===== src/rtl/qrot_pkg.sv =====
package qrot_pkg;

    // Quadrant selector taken from phase code bits [2:1]
    typedef enum logic [1:0] {
        QUAD_0   = 2'd0,
        QUAD_90  = 2'd1,
        QUAD_180 = 2'd2,
        QUAD_270 = 2'd3
    } quad_e;

endpackage


===== src/rtl/qrot_const_scale.sv =====
// Multiplies a signed value by a fixed fraction COEF / 2**FRAC using
// shift-add partial products, rounding half up to nearest.
module qrot_const_scale #(
    parameter int              SW   = 17,
    parameter int              FRAC = 16,
    parameter logic [FRAC-1:0] COEF = 16'hB505
) (
    input  logic signed [SW-1:0] x,
    output logic signed [SW-1:0] y
);
    localparam int PW = SW + FRAC;
    localparam logic signed [PW-1:0] HALF = PW'(1) <<< (FRAC - 1);

    logic signed [PW-1:0] xe;
    logic signed [PW-1:0] pp [FRAC];
    logic signed [PW-1:0] acc;

    assign xe = PW'(x);

    for (genvar k = 0; k < FRAC; k++) begin : g_pp
        if (COEF[k]) begin : g_on
            assign pp[k] = xe <<< k;
        end else begin : g_off
            assign pp[k] = '0;
        end
    end

    always_comb begin
        acc = HALF;
        for (int k = 0; k < FRAC; k++) begin
            acc = acc + pp[k];
        end
    end

    assign y = SW'(acc >>> FRAC);

endmodule


===== src/rtl/qrot_quadrant.sv =====
// Exchanges and negates the two components by quadrant, then clips to DW bits.
module qrot_quadrant import qrot_pkg::*; #(
    parameter int DW = 16
) (
    input  quad_e                quad,
    input  logic signed [DW:0]   a,
    input  logic signed [DW:0]   b,
    output logic signed [DW-1:0] oi,
    output logic signed [DW-1:0] oq
);
    localparam int SW = DW + 1;

    function automatic logic signed [DW-1:0] clip(input logic signed [SW-1:0] v);
        if (v > $signed({2'b00, {(DW-1){1'b1}}}))
            return {1'b0, {(DW-1){1'b1}}};
        else if (v < $signed({2'b11, {(DW-1){1'b0}}}))
            return {1'b1, {(DW-1){1'b0}}};
        else
            return v[DW-1:0];
    endfunction

    logic signed [SW-1:0] ri, rq;

    always_comb begin
        unique case (quad)
            QUAD_0:   begin ri = a;  rq = b;  end
            QUAD_90:  begin ri = -b; rq = a;  end
            QUAD_180: begin ri = -a; rq = -b; end
            default:  begin ri = b;  rq = -a; end
        endcase
        oi = clip(ri);
        oq = clip(rq);
    end

endmodule


===== src/rtl/quad_phase_rotator.sv =====
module quad_phase_rotator import qrot_pkg::*; #(
    parameter int              DW   = 16,
    parameter int              FRAC = 16,
    parameter logic [FRAC-1:0] COEF = 16'hB505
) (
    input  logic                 clk,
    input  logic                 rst_n,
    input  logic                 in_valid,
    input  logic signed [DW-1:0] in_i,
    input  logic signed [DW-1:0] in_q,
    input  logic [2:0]           phase,
    output logic                 out_valid,
    output logic signed [DW-1:0] out_i,
    output logic signed [DW-1:0] out_q
);
    localparam int SW = DW + 1;

    typedef struct packed {
        logic                 vld;
        quad_e                quad;
        logic signed [SW-1:0] a;
        logic signed [SW-1:0] b;
    } stg1_t;

    typedef struct packed {
        logic                 vld;
        logic signed [DW-1:0] i;
        logic signed [DW-1:0] q;
    } stg2_t;

    stg1_t s1_d, s1_q;
    stg2_t s2_d, s2_q;

    logic signed [SW-1:0] diff_w, sum_w, diff_k, sum_k;
    logic signed [DW-1:0] rot_i, rot_q;

    assign diff_w = SW'(in_i) - SW'(in_q);
    assign sum_w  = SW'(in_i) + SW'(in_q);

    qrot_const_scale #(.SW(SW), .FRAC(FRAC), .COEF(COEF)) u_scale_re (
        .x (diff_w),
        .y (diff_k)
    );

    qrot_const_scale #(.SW(SW), .FRAC(FRAC), .COEF(COEF)) u_scale_im (
        .x (sum_w),
        .y (sum_k)
    );

    qrot_quadrant #(.DW(DW)) u_quad (
        .quad (s1_q.quad),
        .a    (s1_q.a),
        .b    (s1_q.b),
        .oi   (rot_i),
        .oq   (rot_q)
    );

    always_comb begin
        s1_d.vld  = in_valid;
        s1_d.quad = quad_e'(phase[2:1]);
        if (phase[0]) begin
            s1_d.a = diff_k;
            s1_d.b = sum_k;
        end else begin
            s1_d.a = SW'(in_i);
            s1_d.b = SW'(in_q);
        end

        s2_d.vld = s1_q.vld;
        s2_d.i   = rot_i;
        s2_d.q   = rot_q;
    end

    always_ff @(posedge clk) begin
        if (!rst_n) begin
            s1_q <= '0;
            s2_q <= '0;
        end else begin
            s1_q <= s1_d;
            s2_q <= s2_d;
        end
    end

    assign out_valid = s2_q.vld;
    assign out_i     = s2_q.i;
    assign out_q     = s2_q.q;

endmodule


===== config.mk =====
export PLATFORM = sky130hd
export DESIGN_NAME = quad_phase_rotator
export DESIGN_NICKNAME = d
export VERILOG_FILES = /design/src/rtl/qrot_pkg.sv /design/src/rtl/qrot_const_scale.sv /design/src/rtl/qrot_quadrant.sv /design/src/rtl/quad_phase_rotator.sv
export SDC_FILE = /design/constraint.sdc
export NUM_CORES = 1
export LEC_CHECK = 0
export ABC_AREA = 1
export ABC_CLOCK_PERIOD_IN_PS = 7500
export BUFFER_PORTS_ARGS = -buffer_cell sky130_fd_sc_hd__buf_4
export CORE_MARGIN = 2
export CORE_UTILIZATION = 30
export DETAILED_ROUTE_END_ITERATION = 12
export PLACE_DENSITY_LB_ADDON = 0.2
export SLEW_MARGIN = 20
export SYNTH_ARGS = -nofsm -noshare
export SYNTH_HDL_FRONTEND = slang
export SYNTH_HIERARCHICAL = 1
export SYNTH_SLANG_ARGS = --single-unit
export TNS_END_PERCENT = 5

===== constraint.sdc =====
create_clock -name clk -period 7.5 [get_ports clk]
set_input_delay 1.5 -clock clk [delete_from_list [all_inputs] [get_ports clk]]
set_output_delay 1.5 -clock clk [all_outputs]
set_load 0.02 [all_outputs]

==> Word-level counts from Yosys, hierarchy flattened <==
Cells that the tools add are included.
{ "word_totals": {"ff_bits": 70, "in_bits": 38, "wordCells": 44} }
{ "classes": {"add_sub_neg": 18, "n_lt_le_gt_ge": 4, "eq_ne": 2, "n_mux": 7, "n_bitwise": 1, "reduce_logical": 3} }
{ "ops": {"columns": ["operator", "n"], "rows": [
  ["$pmux W17 S3", 2],
  ["$add A33 B25 Y33", 2],
  ["$add A33 B27 Y33", 2],
  ["$add A33 B29 Y33", 2],
  ["$add A33 B30 Y33", 2],
  ["$add A33 B32 Y33", 2],
  ["$add A18 B19 Y20", 2],
  ["$add A17 B17 Y18 const A", 2],
  ["$gt A17 B16 Y1 const B", 2],
  ["$lt A17 B16 Y1 const B", 2],
  ["$mux W34", 1],
  ["$neg A17 Y17", 2],
  ["$mux W16", 2],
  ["$mux W15", 2],
  ["$add A16 B16 Y17", 1],
  ["$sub A16 B16 Y17", 1],
  ["$reduce_or A2 Y1", 2],
  ["$eq A2 B1 Y1 const B", 1],
  ["$eq A2 B2 Y1 const B", 1],
  ["$logic_not A2 Y1", 1],
  ["$not A1 Y1", 1]
]} }

==> Logic depth before layout (Yosys ltp) <==
Gate-level depths: netlist of run 1.
{ "logic_depth": {"ltp_word": 9, "ltp_mapped": 41, "mapped_depth_nobuf": 41} }

==> By module <==
Netlist of run 1, hierarchy kept.
{ "by_module_without_submodules": {"columns": ["mod", "instances", "cells_each", "area_each_um2", "seq_area_each_um2"], "rows": [
  ["quad_phase_rotator", 1, 648, 4187.8, 1401.3],
  ["qrot_const_scale at u_scale_re", 1, 504, 3973.8, 0.0],
  ["qrot_const_scale at u_scale_im", 1, 500, 3932.5, 0.0],
  ["qrot_quadrant", 1, 470, 2273.4, 0.0]
]} }

==> Worst setup path after synthesis of run 1 <==
Ideal clock, no wire load.
{ "synth_path": {"kind": "in2reg", "start": "input in_i[0]", "end": "register s1_q[13] in the netlist's numbering", "t_arrival_ps": 7604, "slack_ps": -224, "path_stages": 34, "path_cell_list": "ha_1 fa_1 nand2_1 nand2_1 nand3_1 nand2_1 xor2_1 inv_1 fa_1 inv_1 fa_1 fa_1 ha_1 nand2_1 nor4_2 a21oi_1 o21ai_2 nand2_1 nand2_1 xor2_1 fa_1 ha_1 a21oi_1 inv_1 a21oi_1 nor3_1 nor2_1 nand2_1 nand4_1 nand2_1 nand2_1 nand2_1 o21ai_0 a21oi_1"} }
{ "synth_between": {"elab_chain_len": 9} }
{ "synth_lines": {"columns": ["element", "line", "text"], "rows": [
  ["start, declared", "quad_phase_rotator.sv:9", "input logic signed [DW-1:0] in_i,"],
  ["$add A16 B16 Y17 (*)", "quad_phase_rotator.sv:38", "assign sum_w = SW'(in_i) + SW'(in_q);"],
  ["net sum_w[6]", "quad_phase_rotator.sv:34", "logic signed [SW-1:0] diff_w, sum_w, diff_k, sum_k;"],
  ["$add A17 B17 Y18", "qrot_const_scale.sv:31", "acc = acc + pp[k];"],
  ["$add A18 B19 Y20", "qrot_const_scale.sv:31", null],
  ["$add A33 B25 Y33", "qrot_const_scale.sv:31", null],
  ["$add A33 B27 Y33", "qrot_const_scale.sv:31", null],
  ["$add A33 B29 Y33", "qrot_const_scale.sv:31", null],
  ["$add A33 B30 Y33", "qrot_const_scale.sv:31", null],
  ["$add A33 B32 Y33 (*)", "qrot_const_scale.sv:31", null],
  ["net sum_k[13]", "quad_phase_rotator.sv:34", null],
  ["$mux W34 (*)", "quad_phase_rotator.sv:61", "if (phase[0]) begin"],
  ["end signal, assigned", "quad_phase_rotator.sv:76", "s1_q <= '0;"],
  ["end signal, assigned", "quad_phase_rotator.sv:79", "s1_q <= s1_d;"],
  ["end, declared", "quad_phase_rotator.sv:31", "stg1_t s1_d, s1_q;"]
]} }
The timed path passes the listed nets; every way through them passes the cells marked *.
A chain may end at the register's enable or synchronous reset.

==> Final worst setup path of run 1 <==
{ "layout_path": {"start": "input in_i[0]", "end": "register s1_q[13] in the netlist's numbering"} }
{ "layout_between": {"elab_chain_len": 9} }
{ "layout_lines": {"columns": ["element", "line"], "rows": [
  ["$add A16 B16 Y17 (*)", "quad_phase_rotator.sv:38"],
  ["net sum_w[16]", "quad_phase_rotator.sv:34"],
  ["$add A17 B17 Y18", "qrot_const_scale.sv:31"],
  ["$add A18 B19 Y20", "qrot_const_scale.sv:31"],
  ["$add A33 B25 Y33", "qrot_const_scale.sv:31"],
  ["$add A33 B27 Y33", "qrot_const_scale.sv:31"],
  ["$add A33 B29 Y33", "qrot_const_scale.sv:31"],
  ["$add A33 B30 Y33 (*)", "qrot_const_scale.sv:31"],
  ["$add A33 B32 Y33 (*)", "qrot_const_scale.sv:31"],
  ["net sum_k[13]", "quad_phase_rotator.sv:34"],
  ["$mux W34 (*)", "quad_phase_rotator.sv:61"]
]} }
Marked as above.

==> results of run 1 <==
[sequential cells by signal, summed over array words and instances (netlist names)]
name	count
out_i	16
out_q	16
out_valid	1
s1_q	37
[cell usage after synthesis (all sizes together) (2+ instances only)]
cell	count	area share [%]
a211oi	2	0.10
a21boi	4	0.21
a21o	14	0.73
a21oi	131	5.0
a221oi	2	0.17
a31oi	7	0.30
and2	6	0.26
buf	32	1.6
clkbuf	11	0.29
dfxtp	70	9.8
fa	108	15
ha	202	18
inv	382	10
nand2	577	16
nand3	118	4.4
nand4	15	0.84
nor2	155	4.6
nor3	21	0.80
nor4	8	0.44
o2111ai	2	0.12
o211ai	3	0.16
o21a	8	0.42
o21ai	136	5.0
o21bai	23	1.3
o221ai	2	0.12
xnor2	13	0.79
xor2	63	3.9
[cell families after synthesis]
| logic type | share of synthesized area, % |
|---|---|
| AOI/OAI and AO/OA | 13.77 |
| xor gates and xnor gates | 4.685 |
| adders and majority gates | 32.64 |
| buffers and inverters | 11.87 |
| DFF | 9.754 |
| and+or+nand+nor | 27.28 |
[layout make-up]
type                    instances  share of cell area [%]
clock inverters                 7                  0.3885
well taps                     615                   3.734
clock buffers                   9                   1.093
inverters                     382                   6.957
repair buffers                470                   17.45
diodes                          1                 0.01214
flip-flops and latches         70                   6.799
multi-input cells            1627                   63.56
[routing by layer]
| layer | up-vias | GRT usage, % | part of all wire [%] |
|---|---|---|---|
| li1 | 7586 | - | - |
| met1 | 7014 | 25.22 | 45 |
| met2 | 277 | 35.87 | 49 |
| met3 | 72 | 2.565 | 3.7 |
| met4 | 2 | 5.023 | 2.7 |
| met5 | - | 0 | 0.016 |
[worst max-delay path, delay by kind of cell]
family	cells	cell delay, ns
and+or+nand+nor	15	1.37
buffers and inverters	6	0.75
adders and majority gates	8	2.68
xor gates and xnor gates	1	0.23
AOI/OAI and AO/OA	6	0.99
[final timing paths]
check,end,slack [ns],depth (start not counted)
worst min-delay path,out_valid$_SDFF_PN0_,0.41,2
worst min register to register,out_valid$_SDFF_PN0_,0.41,2
worst max-delay path,s1_q[13]$_SDFF_PN0_,0.23,36
worst max register to register,out_q[5]$_SDFF_PN0_,4.50,11
[through the flow]
stage / area (um2) / setup TNS (ns) / instances / hold slack (ns) / util (%)
after floorplan: 14410 / -0.07198 / 2122 / 0.3905 / -
after global placement: 18360 / -12.24 / 3148 / 0.3955 / 38.62
after detailed placement: 18360 / -14.86 / 3148 / 0.4034 / 38.62
after CTS: 19140 / -0.01661 / 3165 / 0.4215 / 40.26
after global routing: 20610 / -0.9148 / 3180 / 0.4483 / 43.34
final: 20610 / 0 / 3181 / 0.4136 / 43.35
[what timing repair did]
action / in CTS / in global routing
gates resized for setup: 73 / 275
pin swaps: 19 / 133
setup buffers: 1 / 15
endpoints found under the setup margin: 24 / 33
==> metrics.md, run 1 <==
| Metric | Value |
|---|---|
| Hold Buf Count CTS | 0 |
| Setup CP Type | primary input to flip-flop |
| Post-synthesis register bit count | 70 |
| Grt ovf | 0 |
| Antenna Nets Post-Route | 0 |
| Hold_sp | s1_q[36]$_SDFF_PN0_ |
| Clock Latency Late Sink | ~0.35 ns |
| CTS tree | built |
| Remaining DRCs | 0 |
| Worst Setup SP | in_i[0] |
| Final WS setup | approximately 0.23 ns |
| Routed wire per std cell | around 16 um |
| Aggregate routed wire length | ~50 mm |
| Reg area | about 0.0014 mm2 |
| Register area share after synthesis | 9.754% |
| Most common cell after layout, fill and taps aside | nand2_1 |
| Synth Cell Area | around 0.014 mm2 |
| Clock slew at reported path FFs | ~0.06 ns |
| RSZ-0062 raised after global routing | yes |
| Status | completed |
| Syn Inst Count | roughly 2100 |
| Crit. End Element | flip-flop |
| Initial DRC Count | around 800 |
| CTS H-Tree Depth | 3 |
| Critical Path AT | between 7 and 8 ns |
| Post-synth top flop | dfxtp_1 |
| Clock Sinks | 70 |
| Detailed-router iteration count before antenna repair | 5 |
| Initial antenna violation count | 3 |
| Reg2reg start | s1_q[35]$_SDFF_PN0_ |
| Fin crit share | a little over nine tenths |
| Crit path required time | 7.73 ns |
| Vias in the first global route | 15560 |
| Final RePlAce weighted congestion | 0.9127 |
| Clock root buffer | clkbuf_16 |
| I/O pin total | between 70 and 80 |
| Final hold violation count | 0 |
| Layout fillers | about 4900 |
| Synthesized Nets | between 2000 and 2500 |
| First-pass GRT wire length | 79.25 mm |
| Most frequent cells in the layout | 494 x nand2_1, 462 x buf_4, 350 x inv_1 |
| Max-cap violations | 0 |
| Area taken by multi-input logic gates | roughly 0.013 mm2 |
| YS warnings | 6 |
| Slew @ Worst Pin | around 1.1 ns |
| EDFF count, synth | 0 |
| Cell row count | 80 |
| Detail Placement HPWL | ~42 mm |
| Port buffer count | 70 |
| Largest net degree at the start of global routing | 68 |
| Starting density of the core | a little under a third |
| Die area | slightly below 0.05 mm2 |
| Post-Syn Area per Cell | between 6 and 7 um2 |
| Max incr delay on CP | 0.49 ns |
| Fmax | 137.6 MHz |
| Final setup fails | 0 |
| Share of layout cells above drive strength 1 | 34.00% |
| Final Slew Violations | 0 |
| Slowest CP cell | fa_1 |
| Synth unique cells | 57 |
| NumNets Final | about 2900 |
| Routed via count | between 10000 and 15000 |
| Chip height | between 200 and 250 um |
| Hold WC Path Type | flip-flop to flip-flop |
| Via/cell ratio | 4.700 |
| Relative slew slack | 29.32% |
| Total CTS buffers | 9 |
| Pre-CTS WS | -0.8590 ns |
| Asr flop ratio synth | 0% |
| Clock Skews | a little under 0.006 ns |
| Die X-Extent | approximately 220 um |
| Total GRT Usage | 19.99% |
| Area grow syn2layout | 43.45% |
| Crit start category | primary input |
| Min Tclk post-route | about 7.3 ns |
| Most used cell, CP | nand2_1 |
| Worst-path maximum fanout | 9 |
| Core region area | around 0.048 mm2 |
| Clock Path Buffers | 2 |
Power of run 1 is left out: the tool's default activity adds up to more than one toggle a clock period on the data nets, which glitch-free logic cannot reach.
==> run 2, diff against run 1 <==
--- a/config.mk
+++ b/config.mk
@@ -9,7 +9,7 @@
 export ABC_CLOCK_PERIOD_IN_PS = 7500
 export BUFFER_PORTS_ARGS = -buffer_cell sky130_fd_sc_hd__buf_4
 export CORE_MARGIN = 2
-export CORE_UTILIZATION = 30
+export CORE_UTILIZATION = 50
 export DETAILED_ROUTE_END_ITERATION = 12
 export PLACE_DENSITY_LB_ADDON = 0.2
 export SLEW_MARGIN = 20
==> metrics.md, run 2 (same netlist as run 1, synthesis figures left out) <==
| Metric | Value |
|---|---|
| Max reg flops | 37 (unchanged) |
| Final RePlAce weighted congestion | 1.031 (+13%) |
| Starting density of the core | 50.47% (+20 points) |
| Core region area | 0.02847 mm2 (-40%) |
| Max-cap violations | 0 (unchanged) |
| Clock slew at reported path FFs | 0.06 ns (about the same) |
| Worst-path maximum fanout | 4 (-5) |
| Largest net degree at the start of global routing | 68 (unchanged) |
| CTS H-Tree Depth | 3 (unchanged) |
| Crit start category | primary input |
| Remaining DRCs | 0 (unchanged) |
| Min Tclk post-route | 7.314 ns (+0.04573 ns) |
| Clock Sinks | 70 (unchanged) |
| Hold WC Path Type | flip-flop to flip-flop |
| Most frequent cells in the layout | 511 x nand2_1, 447 x buf_4, 358 x inv_1 |
| Area grow syn2layout | 37.53% |
| Detail Placement HPWL | 38.71 mm (-8.4%) |
| Max incr delay on CP | 0.53 ns (+0.04 ns) |
| Hold Slack | 0.4159 ns (+0.002261 ns) |
| Status | completed |
| Worst Setup SP | in_q[0] |
| Port buffer count | 70 (unchanged) |
| Reg2reg start | s1_q[35]$_SDFF_PN0_ |
| Slew @ Worst Pin | 1.037 ns (-0.02251 ns) |
| Relative slew slack | 30.82% (+1.5 points) |
| I/O pin total | 71 (unchanged) |
| Antenna Nets Post-Route | 0 (unchanged) |
| Critical Path AT | 7.57 ns (+0.08 ns) |
| Most common cell after layout, fill and taps aside | nand2_1 |
| Routed via count | 15260 (+2.0%) |
| NumNets Final | 2893 (-0.52%) |
| Clock Path Buffers | 2 (unchanged) |
| Crit. End Element | flip-flop |
| Reg area | 0.001401 mm2 (unchanged) |
| Layout fillers | 2474 (-50%) |
| Area taken by multi-input logic gates | 0.01265 mm2 (-3.4%) |
| Vias in the first global route | 15170 (-2.5%) |
| Hold Buf Count CTS | 0 (unchanged) |
| Detailed-router iteration count before antenna repair | 6 (+1) |
| Total GRT Usage | 30.46% (+10 points) |
| First-pass GRT wire length | 74.26 mm (-6.3%) |
| Total CTS buffers | 9 (unchanged) |
| Fmax | 136.7 MHz (-0.63%) |
| Final hold violation count | 0 (unchanged) |
| CTS tree | built |
| Share of layout cells above drive strength 1 | 30.31% (-3.7 points) |
| Die area | 0.03011 mm2 (-39%) |
| Final WS setup | 0.1859 ns (-0.04573 ns) |
| Hold_sp | s1_q[36]$_SDFF_PN0_ |
| Clock Skews | 0.007833 ns (+0.001874 ns) |
| Initial DRC Count | 1077 (+35%) |
| Slowest CP cell | fa_2 |
| RSZ-0062 raised after global routing | yes |
| Chip height | 173.5 um (-22%) |
| Final Slew Violations | 0 (unchanged) |
| Routed wire per std cell | 16.15 um (+2.3%) |
| TNS Setup | 0 ns (unchanged) |
| Clock root buffer | clkbuf_16 |
| Setup CP Type | primary input to flip-flop |
| Most flop-heavy register | s1_q |
| Pre-CTS WS | -0.6538 ns (+0.2052 ns) |
| Crit path required time | 7.76 ns (+0.03 ns) |
| Via/cell ratio | 5.198 (+11%) |
| Grt ovf | 0 (unchanged) |
| Initial antenna violation count | 2 (-1) |
| Clock Latency Late Sink | 0.33 ns (-0.02 ns) |
| Die X-Extent | 173.5 um (-22%) |
| Cell row count | 62 (-23%) |
| Aggregate routed wire length | 47.39 mm (-5.7%) |
| Final setup fails | 0 (unchanged) |
| Fin crit share | 97.52% (+0.61 points) |
-- run 2: cell count changes in the layout (fill, tap and decap cells not counted), sizes merged --
cell	delta
inv	-3
buf	-15
clkinv	+3
clkinvlp	-1
clkbuf	+1
-- run 2: worst paths after layout --
path                                             end  slack (ns)  cells after the start
worst max-delay path             s1_q[15]$_SDFF_PN0_        0.19                     34
worst min-delay path            out_valid$_SDFF_PN0_        0.42                      2
worst max register to register   out_i[2]$_SDFF_PN0_        4.01                     10
worst min register to register  out_valid$_SDFF_PN0_        0.42                      2
-- run 2: per-layer routing --
metal | share of wire (%) | global-route usage (%) | routed length, um | vias up
li1 | - | - | - | 7571
met4 | 4.2 | 10.98 | 1967 | 2
met5 | 0.034 | 0 | 16 | -
met1 | 41 | 36.93 | 19270 | 7100
met3 | 5.0 | 3.224 | 2347 | 106
met2 | 50 | 55.70 | 23790 | 478
-- run 2: stage by stage --
step | std cells | util, % | cell area, um2
5_1_grt | 2934 | 69.39 | 19760
3_3_place_gp | 2908 | 63.29 | 18020
3_5_place_dp | 2908 | 63.29 | 18020
4_1_cts | 2924 | 65.21 | 18560
6_report | 2935 | 69.40 | 19760
2_1_floorplan | 2122 | - | 14410
-- run 2: final cells by class --
type                            count  area share, %
Multi-Input combinational cell   1627          64.03
Timing Repair Buffer              455          17.66
Inverter                          382          7.257
Sequential cell                    70          7.092
Tap cell                          384          2.432
Clock buffer                       10          1.209
Clock inverter                      6         0.3103
Antenna cell                        1        0.01266
-- run 2: critical path: cells and delay by family --
family | cells | cell delay (ns)
simple gates | 8 | 0.88
fa+ha+maj | 8 | 2.88
buf+inv | 5 | 0.47
compound gates | 10 | 1.25
xor+xnor | 3 | 0.58
-- run 2: what timing repair did --
| action | 4_1_cts | 5_1_grt |
|---|---|---|
| buffers inserted | 0 | 10 |
| resized for setup | 48 | 196 |
| hold endpoints to repair | 0 | 0 |
| setup endpoints to repair | 23 | 32 |
| pin swaps | 5 | 80 |
Power of run 2 is left out for the same reason.
==> run 3, diff against run 2 <==
--- a/config.mk
+++ b/config.mk
@@ -6,7 +6,7 @@
 export NUM_CORES = 1
 export LEC_CHECK = 0
 export ABC_AREA = 1
-export ABC_CLOCK_PERIOD_IN_PS = 7500
+export ABC_CLOCK_PERIOD_IN_PS = 9400
 export BUFFER_PORTS_ARGS = -buffer_cell sky130_fd_sc_hd__buf_4
 export CORE_MARGIN = 2
 export CORE_UTILIZATION = 50
==> constraint.sdc (replaced) <==
create_clock -name clk -period 9.4 [get_ports clk]
set_input_delay 1.88 -clock clk [delete_from_list [all_inputs] [get_ports clk]]
set_output_delay 1.88 -clock clk [all_outputs]
set_load 0.02 [all_outputs]
==> metrics.md, run 3 (same netlist as run 1, synthesis figures left out) <==
| Metric | Value |
|---|---|
| Status | completed |
| Max incr delay on CP | 0.50 ns (-0.03 ns) |
| Chip height | 173.5 um (unchanged) |
| TNS Setup | 0 ns (unchanged) |
| Layout fillers | 2928 (+18%) |
| Initial antenna violation count | 0 (-2) |
| Final RePlAce weighted congestion | 0.9662 (-6.3%) |
| Worst-path maximum fanout | 7 (+3) |
| Setup CP Type | primary input to flip-flop |
| Final setup fails | 0 (unchanged) |
| Final Slew Violations | 0 (unchanged) |
| Post-cts resize count | 0 (-100%) |
| Fin crit share | 93.75% |
| Relative slew slack | 31.37% (+0.55 points) |
| Max reg flops | 37 (unchanged) |
| Worst Setup SP | in_q[0] |
| Most used cell, CP | nand2_1 |
| Flop2flop setup slack | 5.88 ns (+1.87 ns) |
| Grt ovf | 0 (unchanged) |
| Via/cell ratio | 5.318 (+2.3%) |
| Final WS setup | 0.5872 ns (+0.4012 ns) |
| Crit. End Element | flip-flop |
| Slew @ Worst Pin | 1.028 ns (-0.008235 ns) |
| Crit path required time | 9.59 ns (+1.83 ns) |
| Cell row count | 62 (unchanged) |
| Starting density of the core | 50.47% (unchanged) |
| Fmax | 113.5 MHz |
| Detail Placement HPWL | 37.00 mm (-4.4%) |
| Routed via count | 13720 (-10%) |
| Remaining DRCs | 0 (unchanged) |
| Total CTS buffers | 9 (unchanged) |
| Initial DRC Count | 1022 (-5.1%) |
| I/O pin total | 71 (unchanged) |
| CTS tree | built |
| Clock root buffer | clkbuf_16 |
| Clock Path Buffers | 2 (unchanged) |
| RSZ-0062 raised after global routing | no |
| Detailed-router iteration count before antenna repair | 7 (+1) |
| Clock Sinks | 70 (unchanged) |
| Hold_sp | s1_q[36]$_SDFF_PN0_ |
| Vias in the first global route | 13650 (-10%) |
| Largest net degree at the start of global routing | 68 (unchanged) |
| Aggregate routed wire length | 43.24 mm (-8.8%) |
| Critical Path AT | 9.00 ns (+1.43 ns) |
| Total GRT Usage | 29.17% (-1.3 points) |
| Antenna Nets Post-Route | 0 (unchanged) |
| CTS H-Tree Depth | 3 (unchanged) |
| Routed wire per std cell | 16.76 um (+3.8%) |
| Reg2reg start | s1_q[35]$_SDFF_PN0_ |
| Pre-CTS WS | 0.3833 ns (+1.037 ns) |
| Hold WC Path Type | flip-flop to flip-flop |
| Clock slew at reported path FFs | 0.06 ns (about the same) |
| First-pass GRT wire length | 70.23 mm (-5.4%) |
| Post-CTS Setup Bufs | 0 (unchanged) |
| N_diodes | 0 (-1) |
| NumNets Final | 2539 (-12%) |
| Clock Latency Late Sink | 0.34 ns (about the same) |
| Most frequent cells in the layout | 545 x nand2_1, 366 x inv_1, 202 x ha_1 |
| Crit start category | primary input |
| Core region area | 0.02847 mm2 (unchanged) |
| Share of layout cells above drive strength 1 | 10.06% (-20 points) |
| Max-cap violations | 0 (unchanged) |
| Final hold violation count | 0 (unchanged) |
| Clock Skews | 0.006851 ns (-0.0009820 ns) |
| Die X-Extent | 173.5 um (unchanged) |
| Slowest CP cell | fa_1 |
| Port buffer count | 70 (unchanged) |
| Area grow syn2layout | 8.596% |
| Hold Buf Count CTS | 0 (unchanged) |
| Most flop-heavy register | s1_q |
| Most common cell after layout, fill and taps aside | nand2_1 |
| Min Tclk post-route | roughly 8.8 ns |
| Die area | 0.03011 mm2 (unchanged) |
-- run 3: worst max-delay path: cells and delay by family --
| family | cells | cell delay, ns |
|---|---|---|
| buffers and inverters | 5 | 0.57 |
| xor gates and xnor gates | 3 | 0.56 |
| adders and majority gates | 8 | 3.17 |
| and+or+nand+nor | 7 | 0.63 |
| AOI/OAI and AO/OA | 9 | 2.16 |
-- run 3: metrics by stage --
step                utilization (%)  instance area, um2  cells  hold slack, ns
floorplan                         -               14370   2122          0.3905
global placement              53.86               15330   2564          0.3982
detailed placement            53.86               15330   2564          0.4068
CTS                           54.80               15600   2580          0.4198
global route                  54.80               15600   2580          0.4578
finish                        54.80               15600   2580          0.4164
-- run 3: worst paths after layout --
check | to | cells past startpoint
worst max register to register | out_i[2]$_SDFF_PN0_ | 10
worst min-delay path | out_valid$_SDFF_PN0_ | 2
worst min register to register | out_valid$_SDFF_PN0_ | 2
worst max-delay path | s1_q[5]$_SDFF_PN0_ | 32
-- run 3: cell type report --
class	instances	area [um2]	share of cell area, %
Clock inverter	6	38.79	0.2486
Clock buffer	10	229.0	1.468
Inverter	382	1434	9.190
Multi-Input combinational cell	1627	11260	72.17
Timing Repair Buffer	101	758.2	4.860
Sequential cell	70	1401	8.982
Tap cell	384	480.5	3.079
-- run 3: metal layers --
| layer | track usage (%) | part of all wire, % |
|---|---|---|
| met1 | 36.41 | 42 |
| met2 | 53.25 | 50 |
| met3 | 2.259 | 5.0 |
| met4 | 9.322 | 3.3 |
| met5 | 0 | 0 |
Power of run 3 is left out for the same reason.
